### src/rtl/hdlc_ls_pkg.sv
package hdlc_ls_pkg;
    localparam int STATUS_W = 8;

    typedef struct packed {
        logic va;
        logic eop;
        logic busy;
    } rx_flags_t;

    typedef struct packed {
        logic done;
        logic abrt;
    } tx_flags_t;
endpackage

### src/rtl/hdlc_ls_rx_track.sv
module hdlc_ls_rx_track
    import hdlc_ls_pkg::*;
#(
    parameter int ADDR_BYTES = 2,
    parameter int BUSY_BYTES = 1
) (
    input  logic      clk,
    input  logic      rst_n,
    input  logic      idle_i,
    input  logic      open_i,
    input  logic      byte_i,
    input  logic      close_i,
    input  logic      abort_i,
    input  logic      dec_en_i,
    input  logic      addr_valid_i,
    input  logic      eoa_i,
    input  logic      ctl_load_i,
    input  logic      host_rd_i,
    output rx_flags_t flags_o
);
    localparam int CW = $clog2(ADDR_BYTES + 1);

    typedef struct packed {
        logic [CW-1:0] cnt;
        logic          active;
        rx_flags_t     f;
    } rx_state_t;

    rx_state_t s_d, s_q;
    logic flag_ev, busy_hit, addr_hit;

    always_comb begin
        s_d      = s_q;
        flag_ev  = open_i | close_i | abort_i;
        busy_hit = byte_i && s_q.active && !flag_ev && (s_q.cnt == CW'(BUSY_BYTES - 1));
        addr_hit = byte_i && s_q.active && !flag_ev && (s_q.cnt == CW'(ADDR_BYTES - 1));
        if (idle_i) begin
            s_d = '0;
        end else begin
            if (open_i) begin
                s_d.cnt    = '0;
                s_d.active = 1'b1;
            end else if (close_i || abort_i) begin
                s_d.cnt    = '0;
                s_d.active = 1'b0;
            end else if (byte_i && s_q.active && (s_q.cnt < CW'(ADDR_BYTES))) begin
                s_d.cnt = s_q.cnt + 1'b1;
            end
            if (host_rd_i || ctl_load_i) begin
                s_d.f.va  = 1'b0;
                s_d.f.eop = 1'b0;
            end
            if (flag_ev)       s_d.f.busy = 1'b0;
            else if (busy_hit) s_d.f.busy = 1'b1;
            if ((dec_en_i && addr_hit && addr_valid_i) || (!dec_en_i && eoa_i))
                s_d.f.va = 1'b1;
            if (close_i) s_d.f.eop = 1'b1;
        end
    end

    always_ff @(posedge clk or negedge rst_n) begin
        if (!rst_n) s_q <= '0;
        else        s_q <= s_d;
    end

    assign flags_o = s_q.f;

    a_r2_busy_drops_on_flag: assert property (@(posedge clk) disable iff (!rst_n)
        (open_i || close_i || abort_i) |=> !flags_o.busy);
    a_r2_busy_ignores_read: assert property (@(posedge clk) disable iff (!rst_n)
        (host_rd_i && flags_o.busy && !(open_i || close_i || abort_i || idle_i)) |=> flags_o.busy);
    a_r4_eoa_sets: assert property (@(posedge clk) disable iff (!rst_n)
        (!dec_en_i && eoa_i && !idle_i) |=> flags_o.va);
    a_r5_close_sets: assert property (@(posedge clk) disable iff (!rst_n)
        (close_i && !idle_i) |=> flags_o.eop);
    a_r6_eop_clears: assert property (@(posedge clk) disable iff (!rst_n)
        ((host_rd_i || ctl_load_i) && !close_i) |=> !flags_o.eop);
    a_r9_set_beats_read: assert property (@(posedge clk) disable iff (!rst_n)
        (host_rd_i && close_i && !idle_i) |=> flags_o.eop);
    a_r1_idle_clears_rx: assert property (@(posedge clk) disable iff (!rst_n)
        idle_i |=> (flags_o == '0));
endmodule

### src/rtl/hdlc_ls_tx_track.sv
module hdlc_ls_tx_track
    import hdlc_ls_pkg::*;
(
    input  logic      clk,
    input  logic      rst_n,
    input  logic      idle_i,
    input  logic      close_i,
    input  logic      abort_i,
    input  logic      ctl_load_i,
    input  logic      host_rd_i,
    output tx_flags_t flags_o
);
    tx_flags_t f_d, f_q;

    always_comb begin
        f_d = f_q;
        if (idle_i) begin
            f_d = '0;
        end else begin
            if (host_rd_i || ctl_load_i) f_d = '0;
            if (close_i) f_d.done = 1'b1;
            if (abort_i) f_d.abrt = 1'b1;
        end
    end

    always_ff @(posedge clk or negedge rst_n) begin
        if (!rst_n) f_q <= '0;
        else        f_q <= f_d;
    end

    assign flags_o = f_q;

    a_r8_done_sets: assert property (@(posedge clk) disable iff (!rst_n)
        (close_i && !idle_i) |=> flags_o.done);
    a_r8_abort_sets: assert property (@(posedge clk) disable iff (!rst_n)
        (abort_i && !idle_i) |=> flags_o.abrt);
    a_r8_tx_clears: assert property (@(posedge clk) disable iff (!rst_n)
        ((host_rd_i || ctl_load_i) && !close_i && !abort_i) |=> (flags_o == '0));
    a_r1_idle_clears_tx: assert property (@(posedge clk) disable iff (!rst_n)
        idle_i |=> (flags_o == '0));
endmodule

### src/rtl/hdlc_ls_irq.sv
module hdlc_ls_irq
    import hdlc_ls_pkg::*;
#(
    parameter int MODE_W  = 8,
    parameter int EN_VA   = 0,
    parameter int EN_EOP  = 3,
    parameter int EN_DONE = 1
) (
    input  logic [STATUS_W-1:0] status_i,
    input  logic [MODE_W-1:0]   mode1_i,
    input  logic [MODE_W-1:0]   mode3_i,
    output logic                irq_o
);
    logic [2:0] src;

    always_comb begin
        src[0] = status_i[0] & mode3_i[EN_VA];
        src[1] = status_i[1] & mode1_i[EN_EOP];
        src[2] = status_i[6] & mode3_i[EN_DONE];
        irq_o  = |src;
    end
endmodule

### src/rtl/hdlc_link_status.sv
module hdlc_link_status
    import hdlc_ls_pkg::*;
#(
    parameter int ADDR_BYTES = 2,
    parameter int BUSY_BYTES = 1,
    parameter int MODE_W     = 8
) (
    input  logic              clk,
    input  logic              rst_n,
    input  logic              idle_i,
    input  logic              rx_open_i,
    input  logic              rx_byte_i,
    input  logic              rx_close_i,
    input  logic              rx_abort_i,
    input  logic              addr_dec_en_i,
    input  logic              addr_valid_i,
    input  logic              rx_eoa_i,
    input  logic              rx_ctl_load_i,
    input  logic              tx_close_i,
    input  logic              tx_abort_i,
    input  logic              tx_ctl_load_i,
    input  logic              host_rd_i,
    input  logic              loop_local_i,
    input  logic              loop_line_i,
    input  logic              backoff_busy_i,
    input  logic [MODE_W-1:0] mode1_i,
    input  logic [MODE_W-1:0] mode3_i,
    output logic [7:0]        status_o,
    output logic              irq_o
);
    rx_flags_t rx_f;
    tx_flags_t tx_f;

    hdlc_ls_rx_track #(.ADDR_BYTES(ADDR_BYTES), .BUSY_BYTES(BUSY_BYTES)) i_rx (
        .clk(clk), .rst_n(rst_n), .idle_i(idle_i), .open_i(rx_open_i), .byte_i(rx_byte_i),
        .close_i(rx_close_i), .abort_i(rx_abort_i), .dec_en_i(addr_dec_en_i),
        .addr_valid_i(addr_valid_i), .eoa_i(rx_eoa_i), .ctl_load_i(rx_ctl_load_i),
        .host_rd_i(host_rd_i), .flags_o(rx_f)
    );

    hdlc_ls_tx_track i_tx (
        .clk(clk), .rst_n(rst_n), .idle_i(idle_i), .close_i(tx_close_i), .abort_i(tx_abort_i),
        .ctl_load_i(tx_ctl_load_i), .host_rd_i(host_rd_i), .flags_o(tx_f)
    );

    always_comb begin
        status_o = {tx_f.abrt, tx_f.done, ~backoff_busy_i, loop_line_i, loop_local_i,
                    rx_f.busy, rx_f.eop, rx_f.va};
    end

    hdlc_ls_irq #(.MODE_W(MODE_W)) i_irq (
        .status_i(status_o), .mode1_i(mode1_i), .mode3_i(mode3_i), .irq_o(irq_o)
    );

    a_r10_masked_quiet: assert property (@(posedge clk) disable iff (!rst_n)
        (!mode3_i[0] && !mode3_i[1] && !mode1_i[3]) |-> !irq_o);
    a_r10_irq_has_source: assert property (@(posedge clk) disable iff (!rst_n)
        irq_o |-> (rx_f.va || rx_f.eop || tx_f.done));
endmodule

### config.mk
export PLATFORM = sky130hd
export DESIGN_NAME = hdlc_link_status
export DESIGN_NICKNAME = d
export VERILOG_FILES = /design/src/rtl/hdlc_ls_pkg.sv /design/src/rtl/hdlc_ls_rx_track.sv /design/src/rtl/hdlc_ls_tx_track.sv /design/src/rtl/hdlc_ls_irq.sv /design/src/rtl/hdlc_link_status.sv
export SDC_FILE = /design/constraint.sdc
export NUM_CORES = 1
export LEC_CHECK = 0
export BUFFER_PORTS_ARGS = -buffer_cell sky130_fd_sc_hd__buf_2
export CAP_MARGIN = 20
export CORE_AREA = 10 10 47 49
export DETAILED_ROUTE_END_ITERATION = 8
export DIE_AREA = 0 0 57 59
export HOLD_SLACK_MARGIN = 0.02
export PLACE_DENSITY_LB_ADDON = 0.1
export SLEW_MARGIN = 20
export SYNTH_ARGS = -nofsm -noshare
export SYNTH_HDL_FRONTEND = slang
export SYNTH_SLANG_ARGS = --single-unit
### constraint.sdc
create_clock -name clk -period 2.54 [get_ports clk]
set_input_delay 0.381 -clock clk [delete_from_list [all_inputs] [get_ports clk]]
set_output_delay 0.381 -clock clk [all_outputs]
set_load 0.05 [all_outputs]
==> out/metrics.cfg <==
[outcome]
status=finished, final reports clean

[sta]
setup_viol_count_final=0
worst_slew_pin_slew_ns=0.258
fmax_ghz=0.618
maxSlewViolCount=0
max-slew-margin-rel_pct=82.8
final_critical_path_setup_slack_ns=0.922
sum_of_negative_setup_slack_ns=0
clock_skew_ns=0.00537
post-route-period-util_pct=63.7
rsz0062_at_grt=no
finalHoldViolations=0
fin_crit_ns=1.62

[power]
max-vdd-ir-drop_mv=0.235
leakage_dissipation_nw=0.292
cellPowerDensity_mw_per_mm2=522

[synth]
yosys-mux-area-fraction_pct=0
synth_area_leader_cell=sky130_fd_sc_hd__dfrtp_1
postSynthRegisterBits=8
synth_cell_types=14
sequential_fraction_of_the_synthesis_area_pct=48.5
synthesis.instances=45
main_combinational_cell_family_by_area_after_synthesis=simple AND/OR/NAND/NOR gates
ys_warn_count=0
synth-compound-area-share_pct=14.8
postSynthAreaPerCell_sq_um=9.18
synth.net_count=81
post_synthesis_share_of_cell_area_spent_on_and_or_nand_and_nor_gates_pct=17.9
synth.cell_area_sq_um=413
synth_top_area_share_pct=48.5
synthAdderAreaFrac_pct=6.06
synth.top_cells.by_area=sky130_fd_sc_hd__dfrtp_1 (48%), sky130_fd_sc_hd__buf_4 (9.1%), sky130_fd_sc_hd__a21oi_1 (8.5%)
yosys.area_share.xor_xnor_pct=0

[floorplanning]
dieHeight_um=59
std_cell_rows=14
io_pins=43
design.die.area_sq_mm=0.00336
coreArea_sq_mm=0.00140
dieWidth_um=57
floorplan.initialDensity_pct=29.5

[clock_tree]
worstSkewPairLatency_ns=0.25
numCtsBuffers=3
clock_path_buffers=2
post_cts_resize_count=0
numClockSinks=8
worst_setup_hold_path_clk_slew_ns=0.05
htree_levels=1
root_buffer=sky130_fd_sc_hd__clkbuf_4
tritoncts=yes

[placed_design]
dp_slack_ns=0.931
globalplace.congestion=0.652
total_half_perimeter_wirelength_after_legalization_and_detailed_placement_um=989
port_buffers=25

[final_layout]
seq_area_sq_um=200
count_of_nets_after_finishing=107
area_delta_synth_final_pct=33.9
num-fill-cells=157
num_antenna_cells=0
final_layout_size_suffix_gt1_share_pct=42.0
footprint_of_the_multi_input_gates_sq_um=160

[drt]
routed_length_per_instance_um=13.4
detailedRoute.firstIterationViolations=18
firstDrtPassIters=6
vias_after_detailed_routing=417
postRouteWirelength_mm=1.14
via_cell_ratio=4.91
ant_nets=0
post-route-drc-count=0

[setup_path]
number_of_cells_on_the_worst_reg_to_reg_path=5
crit_path_start_kind=flip-flop
critical_path_rt_ns=2.16
cp-end-kind=primary output
cp.arrival_ns=1.24
timing.setup.critical_path_class=flip-flop to primary output
cp_max_fo=3

[grt]
grt_max_degree=9
via_count_of_the_first_global_routing_pass=431
antenna_violations_before_repair=0
grt_overflow_total=0
global_route_wire_length_before_repair_mm=1.89
groute.usage.overall_pct=7.05

[hold_path]
number_of_cells_on_the_worst_hold_path=3
timing.hold.worst.class=input port to flip-flop

[run]
cap_viol_max_count=0

Yosys cell counts (all sizes together):
master and number:
dfrtp 8, nor2 8, a21oi 7, buf 5
inv 4, ha 2, nand3 2, o21ai 2
or3 2, a222oi 1, a31oi 1, nand2 1
nor2b 1, or4 1
per-stage QoR:
stage / instances / total power [W] / hold slack, ns / cell area, sq um / utilization (%)
floorplan: 45 / 0.000180 / 0.0854 / 413 / -
global placement: 81 / 0.000196 / 0.235 / 520 / 37.1
detailed placement: 81 / 0.000196 / 0.233 / 520 / 37.1
CTS: 85 / 0.000297 / 0.346 / 553 / 39.5
global route: 85 / 0.000313 / 0.357 / 553 / 39.5
finish: 85 / 0.000288 / 0.353 / 553 / 39.5
repair_timing:
action                                  4_1_cts  5_1_grt
endpoints found under the setup margin        0        0
setup buffers                                 0        0
endpoints found under the hold margin         8        0
hold buffers                                  1        0
registers in the layout (all words and copies together), names as in the netlist:
register      flops
i_rx.flags_o      3
i_rx.s_q          3
i_tx.flags_o      2
final timing paths:
path / from / slack, ns / to
max: i_rx.flags_o[2] / 0.92 / irq_o
min: tx_abort_i / 0.35 / i_tx.flags_o[0]
max reg2reg: i_rx.s_q[5] / 1.42 / i_rx.flags_o[2]
min reg2reg: i_tx.flags_o[0] / 0.50 / i_tx.flags_o[0]
max in group asynchronous: rst_n / 1.86 / i_rx.s_q[3]
min in group asynchronous: rst_n / 0.51 / i_rx.flags_o[1]
power breakdown:
group          total [W]  internal [W]  switching, W  leakage, nW
registers       0.000136      0.000132    0.00000344        0.107
clock network  0.0000941     0.0000539     0.0000402       0.0138
logic          0.0000587     0.0000206     0.0000380        0.172
layer usage:
metal | vias to the layer above | track usage (%) | share of wire (%)
li1 | 203 | - | -
met1 | 180 | 6.79 | 39
met2 | 32 | 10.9 | 44
met3 | 2 | 5.15 | 16
met4 | 0 | 4.03 | 0.61
met5 | - | 0 | 0
critical path, cell delays in order, from the launching register on:
cell	delay [ns]
sky130_fd_sc_hd__dfrtp_1	0.39
sky130_fd_sc_hd__a222oi_1	0.33
sky130_fd_sc_hd__inv_1	0.06
sky130_fd_sc_hd__buf_2	0.21
layout make-up:
type                    instances  area share [%]
repair buffers                 26            24.4
flip-flops and latches          8            36.2
clock buffers                   3            4.07
well taps                      16            3.62
inverters                       4            2.71
multi-input cells              28            29.0
cell families (layout without fill, tap and decap cells):
group,Yosys count,count (layout)
buffers and inverters,9,33
adders and majority gates,2,2
DFF,8,8
and+or+nand+nor,15,15
AOI/OAI and AO/OA,11,11
cell usage in the layout, fill, tap and decap left out:
| cell | netlist | final |
|---|---|---|
| sky130_fd_sc_hd__buf_2 | 0 | 25 |
| sky130_fd_sc_hd__nor2_1 | 8 | 8 |
| sky130_fd_sc_hd__dfrtp_1 | 8 | 8 |
| sky130_fd_sc_hd__a21oi_1 | 7 | 7 |
| sky130_fd_sc_hd__inv_1 | 4 | 4 |
| sky130_fd_sc_hd__clkbuf_4 | 0 | 3 |
| sky130_fd_sc_hd__nand3_1 | 2 | 2 |
| sky130_fd_sc_hd__o21ai_0 | 2 | 2 |
| sky130_fd_sc_hd__or3_1 | 2 | 2 |
| sky130_fd_sc_hd__ha_1 | 2 | 2 |
| sky130_fd_sc_hd__a222oi_1 | 1 | 1 |
| sky130_fd_sc_hd__or4_4 | 1 | 1 |
| sky130_fd_sc_hd__nand2_1 | 1 | 1 |
| sky130_fd_sc_hd__nor2b_1 | 1 | 1 |
| sky130_fd_sc_hd__a31oi_1 | 1 | 1 |
| sky130_fd_sc_hd__dlygate4sd3_1 | 0 | 1 |
No activity file was read; power rests on OpenSTA's default activity.
